===== src/rtl/ocref_pkg.sv =====
// Package: mode codes shared by the compare-channel reference generator.
// Assumes a 4-bit mode field; codes not listed here are unassigned.
package ocref_pkg;
    typedef logic [3:0] ocmode_t;

    localparam ocmode_t M_HOLD  = 4'b0000;
    localparam ocmode_t M_SET   = 4'b0001;
    localparam ocmode_t M_CLR   = 4'b0010;
    localparam ocmode_t M_TGL   = 4'b0011;
    localparam ocmode_t M_LO    = 4'b0100;
    localparam ocmode_t M_HI    = 4'b0101;
    localparam ocmode_t M_PWMA  = 4'b0110;
    localparam ocmode_t M_PWMB  = 4'b0111;
    localparam ocmode_t M_OPA   = 4'b1000;
    localparam ocmode_t M_OPB   = 4'b1001;
    localparam ocmode_t M_CMBA  = 4'b1100;
    localparam ocmode_t M_CMBB  = 4'b1101;
endpackage


===== src/rtl/ocref_mode_reg.sv =====
// Module: holds the shadow and active mode fields.
// Assumes writes and commutation pulses are single-cycle strobes; a
// commutation transfer only applies while preloading is enabled.
module ocref_mode_reg
    import ocref_pkg::*;
(
    input  logic    clk,
    input  logic    rst_n,
    input  logic    wr,
    input  ocmode_t wdata,
    input  logic    pre_en,
    input  logic    com,
    input  logic    lock_max,
    input  logic    is_out,
    output ocmode_t act
);
    ocmode_t shadow_q;
    ocmode_t act_q;
    logic    wr_ok;

    // Gate writes by the lock level and the channel direction.
    always_comb wr_ok = wr && !(lock_max && is_out);

    // Update shadow and active fields on writes and commutation.
    always_ff @(posedge clk) begin
        if (!rst_n) begin
            shadow_q <= M_HOLD;
            act_q    <= M_HOLD;
        end else begin
            if (wr_ok)
                shadow_q <= wdata;
            if (pre_en) begin
                if (com)
                    act_q <= shadow_q;
            end else if (wr_ok) begin
                act_q <= wdata;
            end
        end
    end

    assign act = act_q;


    lock_drop_chk: assert property (@(posedge clk) disable iff (!rst_n)
        (wr && lock_max && is_out && !(pre_en && com)) |=> $stable(act_q));


    preload_hold_chk: assert property (@(posedge clk) disable iff (!rst_n)
        (pre_en && !com) |=> $stable(act_q));
endmodule


===== src/rtl/ocref_level.sv =====
// Module: registered reference level and one-pulse trigger state.
// Assumes count and compare are unsigned and sampled on every clock edge.
module ocref_level
    import ocref_pkg::*;
#(
    parameter int CNT_W = 16
) (
    input  logic             clk,
    input  logic             rst_n,
    input  ocmode_t          mode,
    input  logic [CNT_W-1:0] cnt,
    input  logic [CNT_W-1:0] cmp,
    input  logic             down,
    input  logic             trig,
    input  logic             upd,
    output logic             ref_o
);
    logic ref_q, ref_d;
    logic trg_q, trg_d;
    logic below, hit;

    // Compute the comparison results and the next reference level.
    always_comb begin
        below = (cnt < cmp);
        hit   = (cnt == cmp);
        ref_d = ref_q;
        case (mode)
            M_SET:          if (hit) ref_d = 1'b1;
            M_CLR:          if (hit) ref_d = 1'b0;
            M_TGL:          if (hit) ref_d = ~ref_q;
            M_LO:           ref_d = 1'b0;
            M_HI:           ref_d = 1'b1;
            M_PWMA, M_CMBA: ref_d = below;
            M_PWMB, M_CMBB: ref_d = ~below;
            M_OPA:          ref_d = trg_q ? below  : ~down;
            M_OPB:          ref_d = trg_q ? ~below : down;
            default:        ref_d = ref_q;
        endcase
    end

    // Trigger state: set by a trigger, cleared by an update, trigger wins.
    always_comb trg_d = trig ? 1'b1 : (upd ? 1'b0 : trg_q);

    // Register the reference level and the trigger state.
    always_ff @(posedge clk) begin
        if (!rst_n) begin
            ref_q <= 1'b0;
            trg_q <= 1'b0;
        end else begin
            ref_q <= ref_d;
            trg_q <= trg_d;
        end
    end

    assign ref_o = ref_q;


    hold_mode_chk: assert property (@(posedge clk) disable iff (!rst_n)
        (mode == M_HOLD) |=> $stable(ref_q));


    force_hi_chk: assert property (@(posedge clk) disable iff (!rst_n)
        (mode == M_HI) |=> ref_q);


    pwm_a_chk: assert property (@(posedge clk) disable iff (!rst_n)
        ((mode == M_PWMA || mode == M_CMBA) && (cnt < cmp)) |=> ref_q);


    opa_idle_chk: assert property (@(posedge clk) disable iff (!rst_n)
        (mode == M_OPA && !trg_q && !down) |=> ref_q);


    trig_wins_chk: assert property (@(posedge clk) disable iff (!rst_n)
        (trig && upd) |=> trg_q);
endmodule


===== src/rtl/ocref_combine.sv =====
// Module: merges this channel's reference with a neighbouring one.
// Assumes both references are already registered upstream.
module ocref_combine
    import ocref_pkg::*;
(
    input  ocmode_t mode,
    input  logic    own_ref,
    input  logic    peer_ref,
    output logic    comb
);
    // Pick OR, AND or pass-through by mode.
    always_comb begin
        case (mode)
            M_CMBA:  comb = own_ref | peer_ref;
            M_CMBB:  comb = own_ref & peer_ref;
            default: comb = own_ref;
        endcase
    end
endmodule


===== src/rtl/tim_ocref_gen.sv =====
// Module: top of one timer compare channel's reference generator.
// Assumes the counter, polarity and output stages live elsewhere.
module tim_ocref_gen
    import ocref_pkg::*;
#(
    parameter int CNT_W = 16
) (
    input  logic             clk,
    input  logic             rst_n,
    input  logic [CNT_W-1:0] cnt_val,
    input  logic [CNT_W-1:0] cmp_val,
    input  logic             cnt_down,
    input  logic             trig_pulse,
    input  logic             upd_pulse,
    input  logic             mode_wr,
    input  logic [3:0]       mode_wdata,
    input  logic             preload_en,
    input  logic             com_pulse,
    input  logic             lock_max,
    input  logic             chan_is_out,
    input  logic             peer_ref,
    output logic             oc_ref,
    output logic             oc_ref_comb,
    output logic [3:0]       act_mode
);
    ocmode_t mode_w;
    logic    ref_w;

    ocref_mode_reg u_mode (
        .clk      (clk),
        .rst_n    (rst_n),
        .wr       (mode_wr),
        .wdata    (mode_wdata),
        .pre_en   (preload_en),
        .com      (com_pulse),
        .lock_max (lock_max),
        .is_out   (chan_is_out),
        .act      (mode_w)
    );

    ocref_level #(.CNT_W(CNT_W)) u_level (
        .clk   (clk),
        .rst_n (rst_n),
        .mode  (mode_w),
        .cnt   (cnt_val),
        .cmp   (cmp_val),
        .down  (cnt_down),
        .trig  (trig_pulse),
        .upd   (upd_pulse),
        .ref_o (ref_w)
    );

    ocref_combine u_comb (
        .mode     (mode_w),
        .own_ref  (ref_w),
        .peer_ref (peer_ref),
        .comb     (oc_ref_comb)
    );

    assign oc_ref   = ref_w;
    assign act_mode = mode_w;
endmodule


===== config.mk =====
export PLATFORM = sky130hd
export DESIGN_NAME = tim_ocref_gen
export DESIGN_NICKNAME = d
export VERILOG_FILES = /design/src/rtl/ocref_pkg.sv /design/src/rtl/ocref_mode_reg.sv /design/src/rtl/ocref_level.sv /design/src/rtl/ocref_combine.sv /design/src/rtl/tim_ocref_gen.sv
export SDC_FILE = /design/constraint.sdc
export NUM_CORES = 1
export LEC_CHECK = 0
export BUFFER_PORTS_ARGS = -buffer_cell sky130_fd_sc_hd__buf_2
export CAP_MARGIN = 0
export CORE_ASPECT_RATIO = 0.75
export CORE_MARGIN = 2
export CORE_UTILIZATION = 40
export CTS_CLUSTER_DIAMETER = 150
export CTS_CLUSTER_SIZE = 24
export DETAILED_ROUTE_END_ITERATION = 6
export HOLD_SLACK_MARGIN = 0.15
export PLACE_DENSITY = 0.69
export SLEW_MARGIN = 20
export SYNTH_ARGS = -nofsm -noshare
export SYNTH_HDL_FRONTEND = slang
export SYNTH_SLANG_ARGS = --single-unit

===== constraint.sdc =====
create_clock -name clk -period 2.1 [get_ports clk]
set_input_delay 0.315 -clock clk [delete_from_list [all_inputs] [get_ports clk]]
set_output_delay 0.315 -clock clk [all_outputs]
set_load 0.02 [all_outputs]

---- Word-level counts from Yosys, hierarchy flattened ----
Cells that the tools add are included.
storage, ports and cells
  output and inout bits ................... 6
  word-level logic and storage cells ...... 48
  register bits ........................... 10
  input port bits ......................... 47
operators by class
  eq/ne operators ......................... 16
  muxes and demuxes ....................... 12
  order comparisons ....................... 1
  bitwise gates (word level) .............. 5
  reduce and logical (&&, ||, !) cells .... 10
operator list
  kind                                                   count
  equality test 16 bit                                   1
  equality test 4 x 3 -> 1 bit, second input constant    4
  equality test 4 bit, second input constant             4
  less-than comparator 16 bit                            1
  two-way mux 4 bit                                      3
  one-hot mux 1 bit (9 select lines)                     1
  nonzero test 9 bit                                     1
  equality test 4 x 2 -> 1 bit, second input constant    2
  inequality test 2 x 1 -> 1 bit, second input constant  4
  two-way mux 1 bit                                      7
  equality test 4 x 1 -> 1 bit, second input constant    1
  AND reduction 4 bit                                    1
  nonzero test 2 bit                                     2
  OR reduction 2 bit                                     2
  inverter 1 bit                                         3
  logical AND 1 bit                                      2
  one-hot mux 1 bit (2 select lines)                     1
  AND reduction 2 bit                                    1
  AND 1 bit                                              1
  logical NOT 1 bit                                      1
  OR 1 bit                                               1

---- Depth between registers and ports, before layout ----
  depth in word-level cells ............... 5
  mapped depth ............................ 8
  mapped depth without buffers ............ 8

---- Cells and area by module ----
A second synthesis with hierarchy kept.
unflattened totals
  cells, all modules ...................... 124
  area total of the unflattened synthesis .. 1,016.0 µm²
modules (own cells, without submodules)
  module          area each (µm²)  cells an instance  times used
  ocref_level     594.3            83                 1
  ocref_mode_reg  387.9            36                 1
  ocref_combine   33.8             5                  1

---- Least setup slack after synthesis ----
No wires, ideal clock.
  path kind ............................... input to register
  start ................................... input cmp_val[13]
  end ..................................... register u_level.ref_q (netlist: u_level.ref_o)
  buffers on the path ..................... 0
  path slack .............................. 0.241 ns
  stages on the path ...................... 8
  arrival time ............................ 1.737 ns
  library setup time ...................... 0.122 ns
  cell sequence ........................... inv_1 -> ha_1 -> a21oi_1 -> o21ai_1 -> nor4_1 -> nand4_1 -> mux2i_1 -> o311a_1
between the ends
  cells in the longest elaborated chain, start to end .. 4
  elaborated cells between the ends (all ways) .. 10
  classes of those cells .................. order compare: 1; eq/ne: 4; mux: 3; bitwise: 1; reduce/logical: 1
ends and longest elaborated chain
  what                                RTL line                              RTL
  from (decl)                         tim_ocref_gen.sv:11                   input logic [CNT_W-1:0] cmp_val,
  less-than comparator 16 bit         ocref_level.sv:24                     below = (cnt < cmp);
  inverter 1 bit                      ocref_level.sv:34, ocref_level.sv:36
  two-way mux 1 bit                   ocref_level.sv:36                     M_OPB: ref_d = trg_q ? ~below : down;
  one-hot mux 1 bit (9 select lines)  ocref_level.sv:27                     case (mode)
  to (signal assigned)                ocref_level.sv:50                     ref_q <= ref_d;
  to (decl)                           ocref_level.sv:18                     logic ref_q, ref_d;
Parallel ways exist; a longest one is shown, timed or not.
A chain may end at the register's enable or synchronous reset.

---- Worst setup path after layout ----
  start ................................... register u_mode.act_q[3] (netlist: u_mode.act[3])
  end ..................................... output oc_ref_comb
between the ends
  cells in the longest elaborated chain, start to end .. 2
  elaborated cells between the ends (all ways) .. 3
  classes of those cells .................. eq/ne: 2; mux: 1
ends and longest elaborated chain
  what                                  RTL line              RTL
  from (decl)                           ocref_mode_reg.sv:18  ocmode_t act_q;
  from (signal assigned)                ocref_mode_reg.sv:34  act_q <= shadow_q;
  from (signal assigned)                ocref_mode_reg.sv:36  act_q <= wdata;
  equality test 4 bit                   ocref_combine.sv:13   case (mode)
  one-hot mux 1 bit (2 select lines) *  ocref_combine.sv:13
  to (decl)                             tim_ocref_gen.sv:23   output logic oc_ref_comb,
Every way passes the cells marked *; elsewhere a longest branch is shown, timed or not.

==> reports/results.ini <==
[yosys]
ys_warn_count = 0
ys_top_cells_by_count = 20 x inv_1, 16 x ha_1, 11 x nand2_1
syn_nets = 186
syn_area_um2 = 1010
syn_inst = 123
yosysTopAreaCell = dfxtp_1
ys_async_sr_fraction = 0
yosysMostFrequentCell = inv_1
ys_seq_area_frac = 0.198
synth_area_leaders = dfxtp_1 20%, ha_1 20%, mux2i_1 9.9%
ys_types = 36
synth.avg_cell_area_um2 = 8.24
yosysTopAreaCellShare = 0.198
synth_flop_cell = dfxtp_1
synth-edff-count = 0
synth-seq-cells = 10

[clock_network]
h-tree-depth = 1
clk_pin_slew_ps = 60
cts_hold_buf = 0
numCtsBuffers = 3
clock_path_buffers = 2
numClockSinks = 10
worstSkewPairLatency_ps = 270
cts_resized = 0
postCtsSetupBuffers = 0
cts-root-buf = clkbuf_4
tritoncts = built

[finish]
fin_cells = 209
ff_latch_area_um2 = 200
drive_gt1_frac = 0.360
multiInputGateArea_um2 = 706
layout.nets = 240
diodes = 0
areaGrowthSynthToFinish_pct = 29.6
nFillCells = 222

[placement]
place_ws_ps = -29.3
post-dp-hpwl_um = 2020
dp.cells = 206
io_buffers = 52
finalWeightedCongestion = 0.935

[timing]
rsz0062_at_grt = false
tns_ps = 0
whs_ps = 255
period_needed_ps = 1960
setup_viol = 0
slew_headroom = 0.754
fmax_ghz = 0.511
skew_ps = 4.11
finalHoldViolations = 0
post-route-period-util = 0.931
slew_violations = 0
worst_pin_slew_ps = 367
fin_ws_ps = 144

[pwr]
total_power_mw = 0.590
powerDensity_nw_per_um2 = 449
leakagePower_nw = 0.755
ir_drop_uv = 312

[critical_path]
worstSetupStartpoint = u_mode.act[3]$_SDFFE_PN0P_
crit_path_end = oc_ref_comb
crit_arrival_ps = 1640
startpoint_type = flop
r2r_cells = 5
required_ps = 1780
worstReg2RegStart = u_mode.act[3]$_SDFFE_PN0P_
worstSetupPathType = reg2out
crit_fanout = 6
r2r_slack_ps = 540
crit_path_end_kind = output pin
r2r-end = u_level.ref_o$_SDFFE_PN0P_

[status]
status = completed

[run]
max-cap-violations = 0

[die]
die_h_um = 47.6
core_um2 = 2350
die_area_um2 = 2960
ios = 53
row_count = 15
start_util = 0.432
die_w_um = 62.1

[global_routing]
antenna_found_initial = 0
gr-total-overflow = 0
grt_max_degree = 11
grt_pass1_vias = 928
grt_pass1_wl_um = 3840
grt_util_all_layers = 0.169

[min_path]
min_path_type = in2reg
min_from = trig_pulse

[routing]
drt-total-wl_um = 2400
viasPerCell = 4.90
drt_iter0_drc = 14
vias = 1024
drcViolationCount = 0
antenna_left = 0
wl_per_cell_um = 11.5
drtPass1Iterations = 4

==> worst max-delay path, cell delays in order, from the launching register on <==
cell and delay, ps:
dfxtp_1 430, inv_1 130, nor2_1 320, nand2_1 90
o21ai_0 130, o21ai_0 100, buf_2 170
==> cell families after synthesis <==
family | count (synthesis) | synth area share
muxes | 11 | 0.110
DFF | 10 | 0.198
adders and majority gates | 16 | 0.198
AOI/OAI and AO/OA | 26 | 0.188
and+or+nand+nor | 35 | 0.193
buffers and inverters | 24 | 0.106
xor gates and xnor gates | 1 | 0.00864
==> state kept, by name, indices dropped and copies added, names as in the netlist <==
signal           cells
u_level.ref_o        1
u_mode.act           4
u_mode.shadow_q      4
u_level.trg_q        1
==> cell usage in the layout (no fill, tap or decap), types with 2 or more instances in the layout <==
master,count
o21ai_1,2
ha_1,16
a221oi_1,2
mux2i_1,10
nand2_1,11
nor3_1,2
nand3_1,4
a21oi_1,6
dfxtp_1,10
inv_1,20
o211a_1,4
o311a_1,2
o21ai_0,3
clkbuf_4,3
nor4_1,2
buf_2,52
nor2b_1,5
nor2_1,3
nand4_1,2
==> report_power, final <==
part	leakage (nW)	internal, mW	switching [mW]
registers	0.0827	0.205	0.0221
logic	0.658	0.111	0.117
clock network	0.0138	0.0664	0.0681
total	0.755	0.383	0.207
==> final cells by class <==
class / instances / share of cell area
timing repair buffer: 53 / 0.204
multi-input combinational: 89 / 0.537
tap: 34 / 0.0324
inverter: 20 / 0.0571
clock buffer: 3 / 0.0171
sequential: 10 / 0.152
==> stage by stage <==
stage | utilization | area [um2]
2_1_floorplan | - | 1010
3_3_place_gp | 0.550 | 1290
3_5_place_dp | 0.550 | 1290
4_1_cts | 0.560 | 1310
5_1_grt | 0.560 | 1310
6_report | 0.560 | 1310
==> layer usage <==
metal,up-vias,GRT usage,part of all wire
met4,0,0.0533,0.011
met5,-,0,0
met3,4,0.0541,0.064
met1,446,0.201,0.47
met2,34,0.307,0.45
li1,540,-,-
==> how the worst min path moves through the flow <==
| stage | to | slack, ps | cells after the start |
|---|---|---|---|
| after floorplan | u_level.trg_q$_SDFFE_PN0P_ | 440 | 1 |
| after global placement | u_mode.shadow_q[0]$_SDFFE_PN0P_ | 500 | 2 |
| after detailed placement | u_mode.shadow_q[1]$_SDFFE_PN0P_ | 510 | 2 |
| after CTS | u_level.trg_q$_SDFFE_PN0P_ | 250 | 2 |
| after global routing | u_level.trg_q$_SDFFE_PN0P_ | 250 | 2 |
| final | u_level.trg_q$_SDFFE_PN0P_ | 260 | 2 |
No activity file was read; power rests on OpenSTA's default activity.
